--- src/rtl/port_clk_pacer_pkg.sv ---
package port_clk_pacer_pkg;
  typedef enum logic {
    SRC_REF = 1'b0,
    SRC_EXT = 1'b1
  } clk_src_e;

  typedef struct packed {
    logic lvl;
    logic rise;
    logic fall;
  } tick_t;
endpackage

--- src/rtl/pacer_sync.sv ---
module pacer_sync #(
  parameter int W      = 2,
  parameter int STAGES = 2
) (
  input  logic         clk,
  input  logic         rst,
  input  logic [W-1:0] async_i,
  output logic [W-1:0] sync_o
);
  logic [W-1:0] stage_q [STAGES];

  generate
    for (genvar s = 0; s < STAGES; s++) begin : g_stage
      if (s == 0) begin : g_first
        always_ff @(posedge clk) begin
          if (rst) stage_q[s] <= '0;
          else     stage_q[s] <= async_i;
        end
      end else begin : g_rest
        always_ff @(posedge clk) begin
          if (rst) stage_q[s] <= '0;
          else     stage_q[s] <= stage_q[s-1];
        end
      end
    end
  endgenerate

  assign sync_o = stage_q[STAGES-1];
endmodule

--- src/rtl/pacer_ref_div.sv ---
module pacer_ref_div #(
  parameter int DIV_W = 8
) (
  input  logic             clk,
  input  logic             rst,
  input  logic             run_i,
  input  logic             ref_edge_i,
  input  logic [DIV_W-1:0] div_i,
  output logic             lvl_o
);
  localparam int PH_W = DIV_W + 1;

  logic [PH_W-1:0] phase_q;
  logic [PH_W-1:0] limit;
  logic            bypass;
  logic            lvl_q;

  assign bypass = (div_i == '0);
  assign limit  = {div_i, 1'b0} - PH_W'(1);

  always_ff @(posedge clk) begin
    if (rst) begin
      phase_q <= '0;
      lvl_q   <= 1'b0;
    end else if (!run_i) begin
      phase_q <= '0;
    end else if (ref_edge_i) begin
      if (bypass || phase_q >= limit) begin
        phase_q <= '0;
        lvl_q   <= ~lvl_q;
      end else begin
        phase_q <= phase_q + PH_W'(1);
      end
    end
  end

  assign lvl_o = lvl_q;
endmodule

--- src/rtl/pacer_edge_count.sv ---
module pacer_edge_count
  import port_clk_pacer_pkg::*;
#(
  parameter int CNT_W = 16
) (
  input  logic             clk,
  input  logic             rst,
  input  logic             run_i,
  input  logic             lvl_i,
  input  logic             rdy_sync_i,
  output tick_t            tick_o,
  output logic [CNT_W-1:0] cnt_o,
  output logic             rdy_o
);
  logic             lvl_q, rise_q, fall_q, rdy_q;
  logic [CNT_W-1:0] cnt_q;
  logic             rise_now, fall_now;

  assign rise_now = run_i && !lvl_q &&  lvl_i;
  assign fall_now = run_i &&  lvl_q && !lvl_i;

  always_ff @(posedge clk) begin
    if (rst) begin
      lvl_q  <= 1'b0;
      rise_q <= 1'b0;
      fall_q <= 1'b0;
      cnt_q  <= '0;
      rdy_q  <= 1'b0;
    end else begin
      rise_q <= rise_now;
      fall_q <= fall_now;
      if (run_i)    lvl_q <= lvl_i;
      if (fall_now) cnt_q <= cnt_q + CNT_W'(1);
      if (rise_now) rdy_q <= rdy_sync_i;
    end
  end

  assign tick_o = '{lvl: lvl_q, rise: rise_q, fall: fall_q};
  assign cnt_o  = cnt_q;
  assign rdy_o  = rdy_q;
endmodule

--- src/rtl/port_clk_pacer.sv ---
module port_clk_pacer
  import port_clk_pacer_pkg::*;
#(
  parameter int CNT_W       = 16,
  parameter int DIV_W       = 8,
  parameter int SYNC_STAGES = 2
) (
  input  logic             clk,
  input  logic             rst,
  input  logic             run_i,
  input  logic             src_ext_i,
  input  logic [DIV_W-1:0] div_i,
  input  logic             ref_edge_i,
  input  logic             ext_clk_i,
  input  logic             ready_i,
  output logic             clk_lvl_o,
  output logic             rise_tick_o,
  output logic             fall_tick_o,
  output logic [CNT_W-1:0] edge_cnt_o,
  output logic             ready_o
);
  localparam int NSYNC = 2;

  clk_src_e   src;
  logic [NSYNC-1:0] pins_sync;
  logic       ref_lvl;
  logic       sel_lvl;
  tick_t      tick;

  assign src = clk_src_e'(src_ext_i);

  pacer_sync #(.W(NSYNC), .STAGES(SYNC_STAGES)) u_sync (
    .clk     (clk),
    .rst     (rst),
    .async_i ({ready_i, ext_clk_i}),
    .sync_o  (pins_sync)
  );

  pacer_ref_div #(.DIV_W(DIV_W)) u_div (
    .clk        (clk),
    .rst        (rst),
    .run_i      (run_i),
    .ref_edge_i (ref_edge_i),
    .div_i      (div_i),
    .lvl_o      (ref_lvl)
  );

  assign sel_lvl = (src == SRC_EXT) ? pins_sync[0] : ref_lvl;

  pacer_edge_count #(.CNT_W(CNT_W)) u_cnt (
    .clk        (clk),
    .rst        (rst),
    .run_i      (run_i),
    .lvl_i      (sel_lvl),
    .rdy_sync_i (pins_sync[1]),
    .tick_o     (tick),
    .cnt_o      (edge_cnt_o),
    .rdy_o      (ready_o)
  );

  assign clk_lvl_o   = tick.lvl;
  assign rise_tick_o = tick.rise;
  assign fall_tick_o = tick.fall;
endmodule

--- config.mk ---
export PLATFORM = sky130hd
export DESIGN_NAME = port_clk_pacer
export DESIGN_NICKNAME = d
export VERILOG_FILES = /design/src/rtl/port_clk_pacer_pkg.sv /design/src/rtl/pacer_sync.sv /design/src/rtl/pacer_ref_div.sv /design/src/rtl/pacer_edge_count.sv /design/src/rtl/port_clk_pacer.sv
export SDC_FILE = /design/constraint.sdc
export NUM_CORES = 1
export LEC_CHECK = 0
export ABC_AREA = 1
export ABC_CLOCK_PERIOD_IN_PS = 5200
export BUFFER_PORTS_ARGS = -buffer_cell sky130_fd_sc_hd__buf_2
export CAP_MARGIN = 20
export CORE_ASPECT_RATIO = 1.25
export CORE_MARGIN = 5
export CORE_UTILIZATION = 55
export CTS_CLUSTER_DIAMETER = 150
export DETAILED_ROUTE_END_ITERATION = 12
export PLACE_DENSITY_LB_ADDON = 0.15
export SLEW_MARGIN = 20
export SYNTH_ARGS = -nofsm -noshare
export SYNTH_HDL_FRONTEND = slang
export SYNTH_HIERARCHICAL = 1
export SYNTH_SLANG_ARGS = --single-unit
--- constraint.sdc ---
create_clock -name clk -period 5.2 [get_ports clk]
set_clock_uncertainty 0.2 [all_clocks]
set_input_delay 0 -clock clk [delete_from_list [all_inputs] [get_ports clk]]
set_output_delay 0 -clock clk [all_outputs]
set_load 0.005 [all_outputs]
# Yosys cells after proc, flatten, opt, wreduce, memory -nomap -nowiden
# Memory sizes are Yosys's and may differ from the RTL's.
# Cells that the tools add are included.
[totals]
mem_count = 1
latch_bits = 0
reg_bits = 30
ramBits = 4
mem_bits_ro = 0
output_inout_bits = 20
[op_classes]
reduce_logical = 10
n_lt_le_gt_ge = 1
bitwise_logic = 4
add_sub_neg = 3
div_mod_pow = 0
eq_ne = 0
muxes = 7
shifts = 0
n_mul = 0
[mem_list]
columns = ["memory", "depth", "width", "rd", "rd_clocked_by_memory_dff", "write_ports", "line_no", "source"]
rows = [
  ["u_sync.stage_q", 2, 2, 2, 0, 2, "pacer_sync.sv:10", "logic [W-1:0] stage_q [STAGES];"],
]
[op_table]
columns = ["op", "n"]
rows = [
  ["$add A16 B1 Y16 const B", 1],
  ["$add A9 B1 Y9 const B", 1],
  ["$ge A9 B9 Y1", 1],
  ["$mux W9", 1],
  ["$sub A9 B1 Y9 const B", 1],
  ["$logic_not A8 Y1", 1],
  ["$logic_and A1 B1 Y1", 4],
  ["$mux W1", 4],
  ["$mux W2", 2],
  ["$reduce_and A3 Y1", 1],
  ["$logic_not A1 Y1", 2],
  ["$not A1 Y1", 2],
  ["$or A1 B1 Y1", 2],
  ["$reduce_or A2 Y1", 1],
  ["$logic_or A1 B1 Y1", 1],
]

# Logic depth before layout (Yosys ltp)
# Gate-level depths: netlist of the first run.
[depth]
word_depth = 4
depth_mapped = 15
mapped_depth_nobuf = 15

# By module
# Netlist of the first run, hierarchy kept.
[modules_own_cells]
columns = ["module", "area_per_inst_um2", "instances", "cells_each"]
rows = [
  ["pacer_edge_count", 998.5, 1, 142],
  ["pacer_ref_div", 817.0, 1, 115],
  ["pacer_sync", 110.1, 1, 12],
  ["port_clk_pacer", 15.0, 1, 4],
]

# Worst setup path after synthesis of the first run
# Ideal clock, no wire load.
[synth_timing]
kind = "input to register"
from = "in div_i[0]"
to = "reg u_div.phase_q[0]"
stages = 15
t_required_ns = 4.884
t_arrival_ns = 1.497
setup_ns = 0.116
slack_ns = 3.387
cell_sequence = "inv_1 ha_1 nand2_1 nor2_2 nand3_1 xor2_1 inv_1 ha_1 nand2_1 nor2_1 nand2_1 nand4_1 nand2_1 nand2_2 nor2_1"
[synth_via]
elab_chain_len = 4
[synth_lines]
columns = ["item", "line_no", "source"]
rows = [
  ["from (decl)", "port_clk_pacer.sv:12", "input logic [DIV_W-1:0] div_i,"],
  ["$sub A9 B1 Y9", "pacer_ref_div.sv:19", "assign limit = {div_i, 1'b0} - PH_W'(1);"],
  ["$ge A9 B9 Y1", "pacer_ref_div.sv:28", "if (bypass || phase_q >= limit) begin"],
  ["$logic_or A1 B1 Y1 (*)", "pacer_ref_div.sv:28", ""],
  ["$mux W9 (*)", "pacer_ref_div.sv:28", ""],
  ["to (signal assigned)", "pacer_ref_div.sv:32", "phase_q <= phase_q + PH_W'(1);"],
  ["to (decl)", "pacer_ref_div.sv:13", "logic [PH_W-1:0] phase_q;"],
]
# Mark *: on every way between the ends. The rest lies on a longest branch, timed or not.
# A chain may end at the register's enable or synchronous reset.

# Worst setup path after layout of the first run
[layout_timing]
from = "in src_ext_i"
to = "reg u_cnt.lvl_q"
[layout_via]
elab_chain_len = 1
[layout_lines]
columns = ["item", "line_no", "source"]
rows = [
  ["from (decl)", "port_clk_pacer.sv:11", "input logic src_ext_i,"],
  ["$mux W1", "port_clk_pacer.sv:48", "assign sel_lvl = (src == SRC_EXT) ? pins_sync[0] : ref_lvl;"],
  ["via sel_lvl", "port_clk_pacer.sv:27", "logic sel_lvl;"],
  ["to (signal assigned)", "pacer_edge_count.sv:32", "if (run_i) lvl_q <= lvl_i;"],
  ["to (decl)", "pacer_edge_count.sv:15", "logic lvl_q, rise_q, fall_q, rdy_q;"],
]
# The timed path passes the listed nets, and every way through them passes these cells.

==> results.toml, run 1 <==
[power_and_ir_drop]
power.density_cell_area_nw_per_um2 = 234.7
p_leak_nw = 1.166
irDropWorstVdd_mv = 0.2697

[clocking]
clkLatencyLatePin_ps = 280
ctsLongestPathBuffers = 2
clockRootBuffer = "sky130_fd_sc_hd__clkbuf_8"
tritoncts.num_buffers = 5
clkSlewWorstSetupHoldPaths_ps = 70
number_of_clock_sinks = 34
cts_htree_levels = 2
post_cts_resized = 0
tritoncts = "yes"

[yosys]
synthesis.nets = 299
synth_cells = 273
arithmetic_cell_share_of_the_synthesized_area_counting_full_adders_half_adders_and_majority_gates = 0.07092
synth.avg_cell_area_sq_um = 7.108
yosys.area_share.xor_xnor = 0.05867
async_flop_share = 0
synth_area_sq_um = 1941
synth.ff_latch_count = 34
synth_warnings = 6
muxShareOfSynthArea = 0.005158
synthSimpleGateAreaFrac = 0.3456
synth_compound_gate_area_share = 0.05545
synth_top_family_by_area = "simple AND/OR/NAND/NOR gates"
synth_top_area_cells = "sky130_fd_sc_hd__dfxtp_1 35%, sky130_fd_sc_hd__nand2_1 12%, sky130_fd_sc_hd__inv_1 8.3%, sky130_fd_sc_hd__nor2_1 8.1%, sky130_fd_sc_hd__ha_1 7.1%"
synth_top_cell_by_area = "sky130_fd_sc_hd__dfxtp_1"
ys_types = 26
synth_largest_type_area_fraction = 0.3507
synth_enable_flop_cells = 0
ys_seq_area_frac = 0.3507
synth-main-ff-cell = "sky130_fd_sc_hd__dfxtp_1"

[worst_setup_path]
category_of_the_most_critical_setup_path = "in -> reg"
ff2ff_setup_slack_ps = 3050
critical_path.startpoint = "src_ext_i"
crit_fanout = 5
critical_path_required_ps = 5230
timing.critical_path.arrival_ps = 2190
launching_element_type_of_the_critical_path = "input pin"
reg2reg_from = "u_div/lvl_o"
worstReg2RegEnd = "u_cnt/lvl_q"
cp-end-kind = "flip-flop"
worst_r2r_path_depth = 6

[grt]
grt_antenna_before_repair = 0
grt_max_degree = 15
grt_pass1_wl_mm = 6.693
via_count_of_the_first_global_routing_pass = 1638
grt.total_usage = 0.1678
grt_overflow = 0

[worst_hold_path]
hold_path_class = "in -> reg"
hold_start = "div_i[2]"
holdPathStages = 6
whs_endpoint = "u_div/lvl_o"

[placed_design]
buffer_ports.inserted = 34
dp_cells = 340
hpwl_mm = 2.855
routabilityCongestion = 0.7730

[route]
via_count = 1716
first_iter_violations = 32
routed_via_density = 4.793
drt-total-wl_mm = 3.804
drt_pre_antenna_iters = 4
drcViolationCount = 0
wl_per_cell_um = 10.63
detail-route-antenna-nets = 0

[layout]
design.final.nets = 344
antenna-diode-count = 0
fraction_of_final_layout_cells_with_drive_strength_greater_than_1 = 0.1787
layout.filler_cells = 300
area_delta_synth_final_pct = 19.28
instances_no_fill = 358

[die]
die-height_um = 76.41
die_area_sq_um = 4824
floorplan.die.width_um = 63.13
placement_rows = 24
initial_utilization = 0.5620
pin_count = 35
design.core.area_sq_um = 3453

[sta]
fin_tns_setup_ps = 0
finalCritPeriodShare = 0.4162
tightest_slew_ps = 446.2
setup_violations = 0
number_of_pins_with_negative_max_slew_slack_in_the_final_report = 0
hold_viol_final = 0
period_needed_ps = 2164
rsz0062_at_grt = "no"
maxClockFrequency_mhz = 462.1
timing.max_slew.rel_slack = 0.7022

[run_status]
status = "completed"

[run]
max_cap_viol_count = 0
-- stage by stage --
step	worst slack [ps]	power [mW]	hold slack (ps)	util	instance area, sq um
floorplan	3387	0.2931	-130.9	-	1941
global placement	3069	0.3039	-1.733	0.6083	2101
detailed placement	2997	0.3046	12.51	0.6083	2101
CTS	3068	0.5503	164.8	0.6703	2315
global route	2927	0.5666	246.7	0.6703	2315
finish	3036	0.5433	163.9	0.6703	2315
-- worst max-delay path by stage --
stage / to / slack [ps] / depth (start not counted)
floorplan: u_div/phase_q[0] / 3390 / 15
global placement: u_div/phase_q[2] / 3070 / 16
detailed placement: u_div/phase_q[2] / 3000 / 16
CTS: u_cnt/lvl_q / 3070 / 9
global route: u_cnt/lvl_q / 2930 / 9
finish: u_cnt/lvl_q / 3040 / 9
-- flip-flops by register name, indices dropped and copies added, names as in the netlist --
register	count
u_cnt/lvl_q	1
u_cnt/fall_q	1
u_cnt/rise_q	1
u_cnt/cnt_o	16
u_div/phase_q	9
u_sync/stage_q	4
u_div/lvl_o	1
u_cnt/rdy_o	1
-- layout make-up --
type | instances | area [sq um] | area share
timing repair buffer | 44 | 270.3 | 0.1168
multi-input combinational | 190 | 1040 | 0.4492
clock buffer | 5 | 68.82 | 0.02973
tap | 39 | 48.80 | 0.02108
clock inverter | 3 | 45.04 | 0.01946
sequential | 34 | 680.7 | 0.2941
inverter | 43 | 161.4 | 0.06973
-- power by group --
group	internal (mW)	total, mW	switching, mW
logic	0.0175	0.0389	0.0215
clock network	0.142	0.240	0.0975
registers	0.263	0.264	0.00169
total	0.423	0.543	0.121
-- placed cells by master, fill, tap and decap left out --
cell type                       instances
sky130_fd_sc_hd__nand2_2                3
sky130_fd_sc_hd__nor3_1                 2
sky130_fd_sc_hd__nand2_1               60
sky130_fd_sc_hd__nor2_4                 3
sky130_fd_sc_hd__nor2_1                42
sky130_fd_sc_hd__clkinvlp_4             2
sky130_fd_sc_hd__nand3b_1               1
sky130_fd_sc_hd__inv_1                 43
sky130_fd_sc_hd__dlygate4sd3_1         10
sky130_fd_sc_hd__nand3_1               17
sky130_fd_sc_hd__o21bai_1               1
sky130_fd_sc_hd__xor2_1                 9
sky130_fd_sc_hd__buf_2                 34
sky130_fd_sc_hd__nand2_4                2
sky130_fd_sc_hd__ha_1                  11
sky130_fd_sc_hd__nor3b_1                1
sky130_fd_sc_hd__xnor2_1                4
sky130_fd_sc_hd__clkbuf_8               5
sky130_fd_sc_hd__mux2i_1                1
sky130_fd_sc_hd__dfxtp_1               34
sky130_fd_sc_hd__nor3_2                 2
sky130_fd_sc_hd__nand4_1                6
sky130_fd_sc_hd__nor2_8                 1
sky130_fd_sc_hd__nor2_2                 4
sky130_fd_sc_hd__bufinv_16              1
sky130_fd_sc_hd__o21ai_1                2
sky130_fd_sc_hd__o21ai_0                5
sky130_fd_sc_hd__a21oi_1               13
-- cells by family (layout without fill, tap and decap cells) --
| group | Yosys count | count (layout) |
|---|---|---|
| and+or+nand+nor | 144 | 144 |
| muxes | 1 | 1 |
| DFF | 34 | 34 |
| xor gates and xnor gates | 13 | 13 |
| buffers and inverters | 49 | 95 |
| adders and majority gates | 11 | 11 |
| AOI/OAI and AO/OA | 21 | 21 |
-- layer usage --
layer	global-route usage	share of wire	vias to the layer above
met4	0.06794	0.016	0
met3	0.04130	0.044	7
met5	0	0	-
met1	0.1677	0.42	745
li1	-	-	934
met2	0.3193	0.52	30
-- critical path: stages --
cell and delay, ps:
sky130_fd_sc_hd__dlygate4sd3_1 530, sky130_fd_sc_hd__buf_2 120, sky130_fd_sc_hd__inv_1 40, sky130_fd_sc_hd__nand2_1 40, sky130_fd_sc_hd__nand2_1 150, sky130_fd_sc_hd__nand2_1 70
sky130_fd_sc_hd__dlygate4sd3_1 550, sky130_fd_sc_hd__a21oi_1 130, sky130_fd_sc_hd__dlygate4sd3_1 560
-- cell usage after synthesis, types with 2 or more instances --
library cell and instances:
sky130_fd_sc_hd__nand2_1 60, sky130_fd_sc_hd__inv_1 43, sky130_fd_sc_hd__nor2_1 42, sky130_fd_sc_hd__dfxtp_1 34, sky130_fd_sc_hd__nand3_1 17, sky130_fd_sc_hd__a21oi_1 13, sky130_fd_sc_hd__ha_1 11, sky130_fd_sc_hd__xor2_1 9
sky130_fd_sc_hd__nand4_1 6, sky130_fd_sc_hd__o21ai_0 5, sky130_fd_sc_hd__nor2_2 4, sky130_fd_sc_hd__xnor2_1 4, sky130_fd_sc_hd__buf_4 3, sky130_fd_sc_hd__nand2_2 3, sky130_fd_sc_hd__nor2_4 3, sky130_fd_sc_hd__buf_6 2
sky130_fd_sc_hd__nand2_4 2, sky130_fd_sc_hd__nor3_1 2, sky130_fd_sc_hd__nor3_2 2, sky130_fd_sc_hd__o21ai_1 2
-- timing repair --
item	in CTS	in global routing
setup endpoints to repair	0	0
endpoints found under the hold margin	23	0
hold buffers	10	0
buffers inserted	0	0
Power figures use the tool's default switching activity.
==> run 2: changes to the inputs <==
ABC_CLOCK_PERIOD_IN_PS = 1800   (was 5200)
CORE_UTILIZATION = 50   (was 55)
clock period = 1.8 ns   (was 5.2 ns; I/O delays follow)
==> run 2 against run 1 <==
Effect of this change:
- the flow now finishes with violations (negative setup slack)
- die area grew 8.5%
- critical path depth grew 4
- cell count grew 7.5%
- worst hold slack gained 40 ps
- flip-flop and latch count is the same
- clock-buffer cell count grew 3
- clock power grew to 2.7 times the previous value
- core utilization shrank 0.75 points
- global-route usage shrank 0.22 points
- via count grew 5.5%
- power grew to 2.9 times the previous value
==> results.toml, run 2 (synthesis results as in run 1) <==
[clocking]
number_of_clock_sinks = 34
clkLatencyLatePin_ps = 280
tritoncts = "yes"
tritoncts.num_buffers = 5
ctsLongestPathBuffers = 2
clkSlewWorstSetupHoldPaths_ps = 70
cts_htree_levels = 2
clockRootBuffer = "sky130_fd_sc_hd__clkbuf_8"

[layout]
area_delta_synth_final_pct = 29.27
antenna-diode-count = 0
design.final.nets = 356
largest_register_ffs = 16
fraction_of_final_layout_cells_with_drive_strength_greater_than_1 = 0.2538
final_cell_mix = "58 x sky130_fd_sc_hd__nand2_1, 41 x sky130_fd_sc_hd__inv_1, 38 x sky130_fd_sc_hd__nor2_1"
instances_no_fill = 385
most_common_cell_after_layout_fill_and_taps_aside = "sky130_fd_sc_hd__nand2_1"

[route]
routed_via_density = 4.701
via_count = 1810
drt-total-wl_mm = 3.926
drt_pre_antenna_iters = 4
first_iter_violations = 60
detail-route-antenna-nets = 0
wl_per_cell_um = 10.20
drcViolationCount = 0

[grt]
grt.total_usage = 0.1656
grt_pass1_wl_mm = 6.886
via_count_of_the_first_global_routing_pass = 1683
grt_max_degree = 15
grt_overflow = 0
grt_antenna_before_repair = 0

[worst_setup_path]
top_delay_family_on_crit_path = "simple AND/OR/NAND/NOR gates"
timing.critical_path.slowest_stage_cell = "sky130_fd_sc_hd__ha_1"
worstReg2RegEnd = "u_div/phase_q[6]"
worstSetupPathDepth = 13
category_of_the_most_critical_setup_path = "in -> reg"
ff2ff_setup_slack_ps = 70
timing.critical_path.slowest_cell_delay_ps = 260
reg2reg_from = "u_div/phase_q[6]"
critical_path.cell_chain = "buf_2, nor3_4, nand3_2, nor3_2, xor2_1, ha_1, nand2_1, inv_1, a21oi_2, nand4_1, nand2_2, nand2_4, nor2_1"
critical_path.startpoint = "div_i[2]"
cp-end-kind = "flip-flop"
crit_fanout = 8
critical_path_required_ps = 1810
timing.critical_path.buf_inv = 2
launching_element_type_of_the_critical_path = "input pin"
timing.critical_path.arrival_ps = 1830
worst_r2r_path_depth = 8

[placed_design]
routabilityCongestion = 0.7712
buffer_ports.inserted = 34
hpwl_mm = 2.874
dp_slack_ps = -332.2
dp_cells = 367

[sta]
post-route-worst-setup-slack_ps = -18.87
number_of_pins_with_negative_max_slew_slack_in_the_final_report = 0
maxClockFrequency_mhz = 549.8
period_needed_ps = 1819
hold_viol_final = 0
tightest_slew_ps = 418.3
timing.max_slew.rel_slack = 0.7208
finalCritPeriodShare = 1.010
rsz0062_at_grt = "yes"
setup_violations = 1

[die]
die_area_sq_um = 5235
design.core.area_sq_um = 3785
initial_utilization = 0.5127
placement_rows = 25
die-height_um = 79.66
floorplan.die.width_um = 65.72
pin_count = 35

[run_status]
status = "complete, but fails checks"
violations = "negative setup slack"

[power_and_ir_drop]
power.density_cell_area_nw_per_um2 = 620.4
p_leak_nw = 1.252
power_mw = 1.556
irDropWorstVdd_mv = 0.5817

[worst_hold_path]
hold_start = "u_sync/stage_q[0][1]"
whs_endpoint = "u_sync/stage_q[1][1]"
hold_path_class = "reg -> reg"
holdPathStages = 2

[run]
max_cap_viol_count = 0
-- run 2: cell count changes in the layout (fill, tap and decap cells not counted), sizes merged --
| cell | delta |
|---|---|
| buf | +13 |
| clkbuf | +3 |
| dlygate4sd3 | -1 |
| clkinvlp | -2 |
| bufinv | -1 |
-- run 2: routing by layer --
metal  up-vias  global-route usage  wire length, um  share of wire
met5         -                   0                0              0
met4         0             0.05602               51          0.013
met3         6             0.04507              211          0.054
met2        38              0.2899             1990           0.51
met1       801              0.1909             1673           0.43
li1        965                   -                -              -
-- run 2: report_power, final --
group	switching (mW)	total [mW]	internal, mW
sequential	0.00362	0.763	0.759
clock	0.264	0.650	0.386
combinational	0.0739	0.143	0.0695
-- run 2: stage by stage --
stage / setup TNS (ps) / hold WS, ps / instance area [sq um] / utilization
2_1_floorplan: 0 / -130.9 / 1961 / -
3_3_place_gp: -2320 / -0.4886 / 2230 / 0.5891
3_5_place_dp: -3059 / 9.292 / 2230 / 0.5891
4_1_cts: 0 / 206.6 / 2437 / 0.6440
5_1_grt: -738.3 / 226.9 / 2509 / 0.6628
6_report: -18.87 / 203.7 / 2509 / 0.6628
-- run 2: worst reg2reg max path: cells and delay by family (launching register included) --
kind | cells | cell delay [ps]
AOI/OAI and AO/OA | 1 | 130
and+or+nand+nor | 6 | 660
adders and majority gates | 1 | 270
DFF | 1 | 410
-- run 2: what timing repair did --
item / 4_1_cts / 5_1_grt
gates cloned: 0 / 0
setup buffers: 0 / 1
pin swaps: 3 / 13
endpoints found under the hold margin: 23 / 0
resized for setup: 2 / 19
endpoints found under the setup margin: 8 / 12
hold buffers: 9 / 0
-- run 2: area by class of cell --
type / instances / area [sq um]
flip-flops and latches: 34 / 681.9
repair buffers: 56 / 374.1
inverters: 43 / 163.9
multi-input cells: 190 / 1111
fillers: 340 / 1276
well taps: 54 / 67.56
clock buffers: 8 / 110.1
-- run 2: how the worst max path moves through the flow --
stage | endpoint | slack, ps
after floorplan | u_div/phase_q[0] | 4
after global placement | u_div/phase_q[2] | -260
after detailed placement | u_div/phase_q[2] | -330
after CTS | u_div/phase_q[2] | 7
after global routing | u_div/phase_q[6] | -100
final | u_div/phase_q[6] | -20
